--- config.mk ---
export PLATFORM = sky130hd
export DESIGN_NAME = step_halt_ctrl
export DESIGN_NICKNAME = d
export VERILOG_FILES = /design/src/rtl/step_halt_pkg.sv /design/src/rtl/shc_sync.sv /design/src/rtl/shc_fsm.sv /design/src/rtl/shc_mux.sv /design/src/rtl/step_halt_ctrl.sv
export SDC_FILE = /design/constraint.sdc
export NUM_CORES = 1
export LEC_CHECK = 0
export BUFFER_PORTS_ARGS = -buffer_cell sky130_fd_sc_hd__buf_2
export CELL_PAD_IN_SITES_DETAIL_PLACEMENT = 2
export CELL_PAD_IN_SITES_GLOBAL_PLACEMENT = 2
export CORE_MARGIN = 10
export CORE_UTILIZATION = 16
export DETAILED_ROUTE_END_ITERATION = 10
export GPL_TIMING_DRIVEN = 1
export PLACE_DENSITY_LB_ADDON = 0.1
export RECOVER_POWER = 50
export REMOVE_ABC_BUFFERS = 1
export SYNTH_ARGS = -nofsm -noshare
export SYNTH_HDL_FRONTEND = slang
export SYNTH_SLANG_ARGS = --single-unit
--- constraint.sdc ---
create_clock -name clk -period 1.3 [get_ports clk]
set_input_delay 0.195 -clock clk [delete_from_list [all_inputs] [get_ports clk]]
set_output_delay 0.195 -clock clk [all_outputs]
set_load 0.005 [all_outputs]
--- src/rtl/step_halt_pkg.sv ---
package step_halt_pkg;

    typedef enum logic [1:0] {
        ST_RUN     = 2'd0,
        ST_PENDING = 2'd1,
        ST_HALTED  = 2'd2,
        ST_STEP    = 2'd3
    } halt_state_e;

    typedef struct packed {
        halt_state_e state;
        logic        lvl_lat;
    } halt_regs_t;

endpackage

--- src/rtl/shc_sync.sv ---
module shc_sync #(
    parameter int STAGES = 2
) (
    input  logic clk,
    input  logic rst_n,
    input  logic din,
    output logic dout
);
    logic [STAGES-1:0] sh_d, sh_q;

    always_comb begin
        sh_d = {sh_q[STAGES-2:0], din};
    end

    always_ff @(posedge clk or negedge rst_n) begin
        if (!rst_n) sh_q <= '1;
        else        sh_q <= sh_d;
    end

    assign dout = sh_q[STAGES-1];
endmodule

--- src/rtl/shc_fsm.sv ---
module shc_fsm
    import step_halt_pkg::*;
(
    input  logic clk,
    input  logic rst_n,
    input  logic lvl,
    input  logic strobe,
    input  logic fetch_done,
    output logic halted
);
    halt_regs_t r_d, r_q;
    logic       eff_lvl;

    always_comb begin
        r_d     = r_q;
        eff_lvl = strobe ? lvl : r_q.lvl_lat;
        if (strobe) r_d.lvl_lat = lvl;
        case (r_q.state)
            ST_RUN: begin
                if (strobe && !lvl) r_d.state = ST_PENDING;
            end
            ST_PENDING: begin
                if (fetch_done)         r_d.state = ST_HALTED;
                else if (strobe && lvl) r_d.state = ST_RUN;
            end
            ST_HALTED: begin
                if (strobe && lvl) r_d.state = ST_STEP;
            end
            ST_STEP: begin
                if (fetch_done) r_d.state = eff_lvl ? ST_RUN : ST_HALTED;
            end
            default: r_d.state = ST_RUN;
        endcase
    end

    always_ff @(posedge clk or negedge rst_n) begin
        if (!rst_n) r_q <= '{state: ST_RUN, lvl_lat: 1'b1};
        else        r_q <= r_d;
    end

    assign halted = (r_q.state == ST_HALTED);
endmodule

--- src/rtl/shc_mux.sv ---
module shc_mux #(
    parameter int ADDR_W = 12
) (
    input  logic              sel_pc,
    input  logic [ADDR_W-1:0] pc_next,
    input  logic [ADDR_W-1:0] core_addr,
    output logic [ADDR_W-1:0] disp_addr
);
    always_comb begin
        disp_addr = sel_pc ? pc_next : core_addr;
    end
endmodule

--- src/rtl/step_halt_ctrl.sv ---
module step_halt_ctrl #(
    parameter int ADDR_W      = 12,
    parameter int SYNC_STAGES = 2
) (
    input  logic              clk,
    input  logic              rst_n,
    input  logic              step_n,
    input  logic              cyc_strobe,
    input  logic              fetch_done,
    input  logic [ADDR_W-1:0] pc_next,
    input  logic [ADDR_W-1:0] core_addr,
    output logic              stall,
    output logic [ADDR_W-1:0] disp_addr
);
    logic ss_lvl;
    logic halted;

    shc_sync #(.STAGES(SYNC_STAGES)) u_sync (
        .clk  (clk),
        .rst_n(rst_n),
        .din  (step_n),
        .dout (ss_lvl)
    );

    shc_fsm u_fsm (
        .clk       (clk),
        .rst_n     (rst_n),
        .lvl       (ss_lvl),
        .strobe    (cyc_strobe),
        .fetch_done(fetch_done),
        .halted    (halted)
    );

    shc_mux #(.ADDR_W(ADDR_W)) u_mux (
        .sel_pc   (halted),
        .pc_next  (pc_next),
        .core_addr(core_addr),
        .disp_addr(disp_addr)
    );

    assign stall = halted;
endmodule

==> impl_metrics.prom <==
# TYPE chip_impl_metric gauge
chip_impl_metric{name="min_period_over_period",unit=""} 1.24
chip_impl_metric{name="hold_depth",unit=""} 1
chip_impl_metric{name="max_slew.worst_pin.slew",unit="ns"} 0.273
chip_impl_metric{name="total_vias_in_the_final_route",unit=""} 434
chip_impl_metric{name="synthDistinctLibCells",unit=""} 14
chip_impl_metric{name="die_area",unit="um^2"} 4770
chip_impl_info{name="rsz_0062_raised_after_global_routing",value="yes"} 1
chip_impl_info{name="cts_tree",value="built"} 1
chip_impl_info{name="type_of_the_setup_path_with_the_least_slack",value="flip-flop to primary output"} 1
chip_impl_metric{name="clock-sinks",unit=""} 5
chip_impl_info{name="cts_root_buffer",value="sky130_fd_sc_hd__clkbuf_4"} 1
chip_impl_metric{name="timing.fmax",unit="MHz"} 620
chip_impl_metric{name="worst_ep_required_time",unit="ns"} 1.11
chip_impl_metric{name="cts-buffers-inserted",unit=""} 3
chip_impl_metric{name="antenna_cells",unit=""} 0
chip_impl_info{name="critical-path-slowest-cell",value="sky130_fd_sc_hd__dfrtp_1"} 1
chip_impl_metric{name="postSynthRegisterBits",unit=""} 5
chip_impl_metric{name="power.leakage",unit="nW"} 0.425
chip_impl_info{name="crit_path_cell_trace",value="nor2b_4 > clkbuf_16 > mux2_4 > buf_6"} 1
chip_impl_metric{name="placedInstanceArea",unit="um^2"} 641
chip_impl_metric{name="rows",unit=""} 17
chip_impl_metric{name="synth.yosys.seq_area_share",unit=""} 0.334
chip_impl_metric{name="die_y",unit="um"} 69.1
chip_impl_metric{name="final_nets",unit=""} 109
chip_impl_metric{name="number_of_optimization_iterations_in_the_first_detailed_route_pass",unit=""} 2
chip_impl_info{name="worstSetupEndpointType",value="primary output"} 1
chip_impl_info{name="reg_to_reg_start",value="u_fsm.r_q[2]"} 1
chip_impl_metric{name="syn2layout_area_growth",unit="%"} 108
chip_impl_metric{name="final_hold_viol_count",unit=""} 0
chip_impl_metric{name="max_cap_violations",unit=""} 0
chip_impl_info{name="failing_checks",value="negative setup slack"} 1
chip_impl_info{name="crit_family",value="flip-flops"} 1
chip_impl_metric{name="detail_route.drc_violations",unit=""} 0
chip_impl_info{name="critical_path.startpoint",value="u_fsm.r_q[1]"} 1
chip_impl_metric{name="totalWireLength",unit="um"} 1800
chip_impl_metric{name="timing.critical_path.buf_inv",unit=""} 2
chip_impl_metric{name="postLayoutSetupSlackWorst",unit="ns"} -0.313
chip_impl_metric{name="slowest_delay",unit="ns"} 0.40
chip_impl_metric{name="slew_limit_headroom",unit=""} 0.816
chip_impl_metric{name="power_density",unit="nW/um^2"} 2040
chip_impl_metric{name="post-layout-total-power",unit="mW"} 1.64
chip_impl_metric{name="syn_area_per_cell",unit="um^2"} 13.3
chip_impl_metric{name="number_of_buffers_on_the_longest_clock_path",unit=""} 2
chip_impl_metric{name="drive_gt1_frac",unit=""} 0.823
chip_impl_metric{name="ant_nets",unit=""} 0
chip_impl_metric{name="post-route-min-period",unit="ns"} 1.61
chip_impl_metric{name="fin_worst_skew",unit="ns"} 0.000584
chip_impl_metric{name="timing.critical_path.arrival",unit="ns"} 1.42
chip_impl_info{name="hp-start",value="step_n"} 1
chip_impl_info{name="final_common_cell",value="sky130_fd_sc_hd__buf_2"} 1
chip_impl_metric{name="drtIter0Drc",unit=""} 2
chip_impl_metric{name="layout.filler_cells",unit=""} 258
chip_impl_metric{name="netlist_area_pre_place",unit="um^2"} 385
chip_impl_metric{name="ir_drop",unit="mV"} 0.931
chip_impl_metric{name="clock_tree.htree_level_count",unit=""} 1
chip_impl_info{name="rr_endpoint",value="u_fsm.r_q[1]"} 1
chip_impl_metric{name="detail_route.vias_per_cell",unit=""} 4.06
chip_impl_info{name="final_cell_mix",value="sky130_fd_sc_hd__buf_2 (27), sky130_fd_sc_hd__buf_6 (13), sky130_fd_sc_hd__mux2_4 (12)"} 1
chip_impl_metric{name="ioPinCount",unit=""} 42
chip_impl_metric{name="grt_first_pass_wirelength",unit="um"} 2650
chip_impl_metric{name="worstSkewPairLatency",unit="ns"} 0.24
chip_impl_metric{name="yosysWarnings",unit=""} 0
chip_impl_metric{name="reg2reg_setup_slack",unit="ns"} 0.24
chip_impl_metric{name="grt-ovfl-total",unit=""} 0
chip_impl_metric{name="grt_antenna_before_repair",unit=""} 0
chip_impl_metric{name="finalWeightedCongestion",unit=""} 0.754
chip_impl_metric{name="wl_per_cell",unit="um"} 16.8
chip_impl_metric{name="fp.coreArea",unit="um^2"} 2250
chip_impl_metric{name="finalInstanceArea",unit="um^2"} 801
chip_impl_metric{name="timing.final.setup_violations",unit=""} 13
chip_impl_metric{name="floorplan.initialDensity",unit=""} 0.171
chip_impl_info{name="outcome",value="complete, but fails checks"} 1
chip_impl_metric{name="clk_pin_slew_worst_paths",unit="ns"} 0.04
chip_impl_metric{name="grt_max_degree",unit=""} 14
chip_impl_info{name="min_to",value="u_sync.sh_q[0]"} 1
chip_impl_metric{name="netlist_instances",unit=""} 29
chip_impl_metric{name="crit_path_max_fanout",unit=""} 6
chip_impl_metric{name="placement.io_buffers",unit=""} 41
chip_impl_metric{name="grt_use_total",unit=""} 0.0684
chip_impl_metric{name="first_global_vias",unit=""} 481
chip_impl_metric{name="report.final.slew_viol_count",unit=""} 0
chip_impl_metric{name="critical_path_cell_count",unit=""} 4
chip_impl_info{name="cp-start-kind",value="flip-flop"} 1
chip_impl_metric{name="die-width",unit="um"} 69.1
chip_impl_metric{name="post_detailed_placement_half_perimeter_wirelength",unit="um"} 1550
chip_impl_info{name="worst_hold_path_type",value="primary input to flip-flop"} 1
chip_impl_metric{name="worstRegToRegCells",unit=""} 4
==> sequential cells by signal, summed over array words and instances (netlist names) <==
signal,flops
u_sync.sh_q,2
u_fsm.r_q,3
==> metal layers <==
metal  share of wire  vias to the layer above  GRT usage
li1                -                      204          -
met1            0.39                      208     0.0683
met2            0.56                       22      0.131
met3           0.048                        0     0.0157
met4               0                        0     0.0266
met5               0                        -          0
==> cell usage after synthesis <==
cell	instances	area share
sky130_fd_sc_hd__mux2_4	9	0.35
sky130_fd_sc_hd__a21oi_1	3	0.039
sky130_fd_sc_hd__dfstp_2	3	0.20
sky130_fd_sc_hd__mux2_2	3	0.088
sky130_fd_sc_hd__dfrtp_1	2	0.13
sky130_fd_sc_hd__a211oi_1	1	0.019
sky130_fd_sc_hd__and3_2	1	0.019
sky130_fd_sc_hd__buf_12	1	0.052
sky130_fd_sc_hd__inv_1	1	0.0097
sky130_fd_sc_hd__nand2_1	1	0.0097
sky130_fd_sc_hd__nor2_1	1	0.0097
sky130_fd_sc_hd__nor2b_4	1	0.036
sky130_fd_sc_hd__o21ai_0	1	0.013
sky130_fd_sc_hd__or2b_1	1	0.019
==> power by group <==
part	switching, mW	internal (mW)
combinational	0.404	0.835
sequential	0.0247	0.197
clock	0.0606	0.116
total	0.489	1.15
==> worst max-delay path by stage <==
stage	end
6_report	disp_addr[3]
3_3_place_gp	disp_addr[11]
5_1_grt	disp_addr[6]
2_1_floorplan	disp_addr[0]
3_5_place_dp	disp_addr[4]
4_1_cts	disp_addr[4]
==> layout make-up <==
class	instances	area [um^2]	area share
multi-input combinational	22	244	0.305
tap	28	35.0	0.0438
inverter	1	3.75	0.00469
timing repair buffer	47	363	0.453
clock buffer	4	26.3	0.0328
sequential	5	129	0.161
==> logic make-up (layout without fill, tap and decap cells) <==
| family | after synthesis | count (layout) | synth area share |
|---|---|---|---|
| muxes | 12 | 12 | 0.438 |
| AOI/OAI and AO/OA | 5 | 5 | 0.0714 |
| DFF | 5 | 5 | 0.334 |
| and+or+nand+nor | 5 | 5 | 0.0941 |
| buffers and inverters | 2 | 52 | 0.0617 |
==> metrics by stage <==
| step | worst slack (ns) | util | TNS (ns) | hold WS, ns | instances |
|---|---|---|---|---|---|
| 2_1_floorplan | -0.0558 | - | -0.212 | -0.101 | 28 |
| 3_3_place_gp | -0.0277 | 0.284 | -0.0938 | 0.00945 | 100 |
| 3_5_place_dp | -0.0464 | 0.284 | -0.289 | 0.0116 | 100 |
| 4_1_cts | -0.315 | 0.325 | -3.46 | 0.0409 | 105 |
| 5_1_grt | -0.382 | 0.355 | -4.59 | 0.0376 | 107 |
| 6_report | -0.313 | 0.355 | -3.68 | 0.0553 | 107 |
==> repair_timing <==
item	in CTS	in global routing
hold endpoints to repair	5	0
pin swaps	0	0
cloned	0	1
hold buffers	1	0
gates resized for setup	9	7
setup buffers	0	1
endpoints found under the setup margin	12	13
No activity file was read; power rests on OpenSTA's default activity.
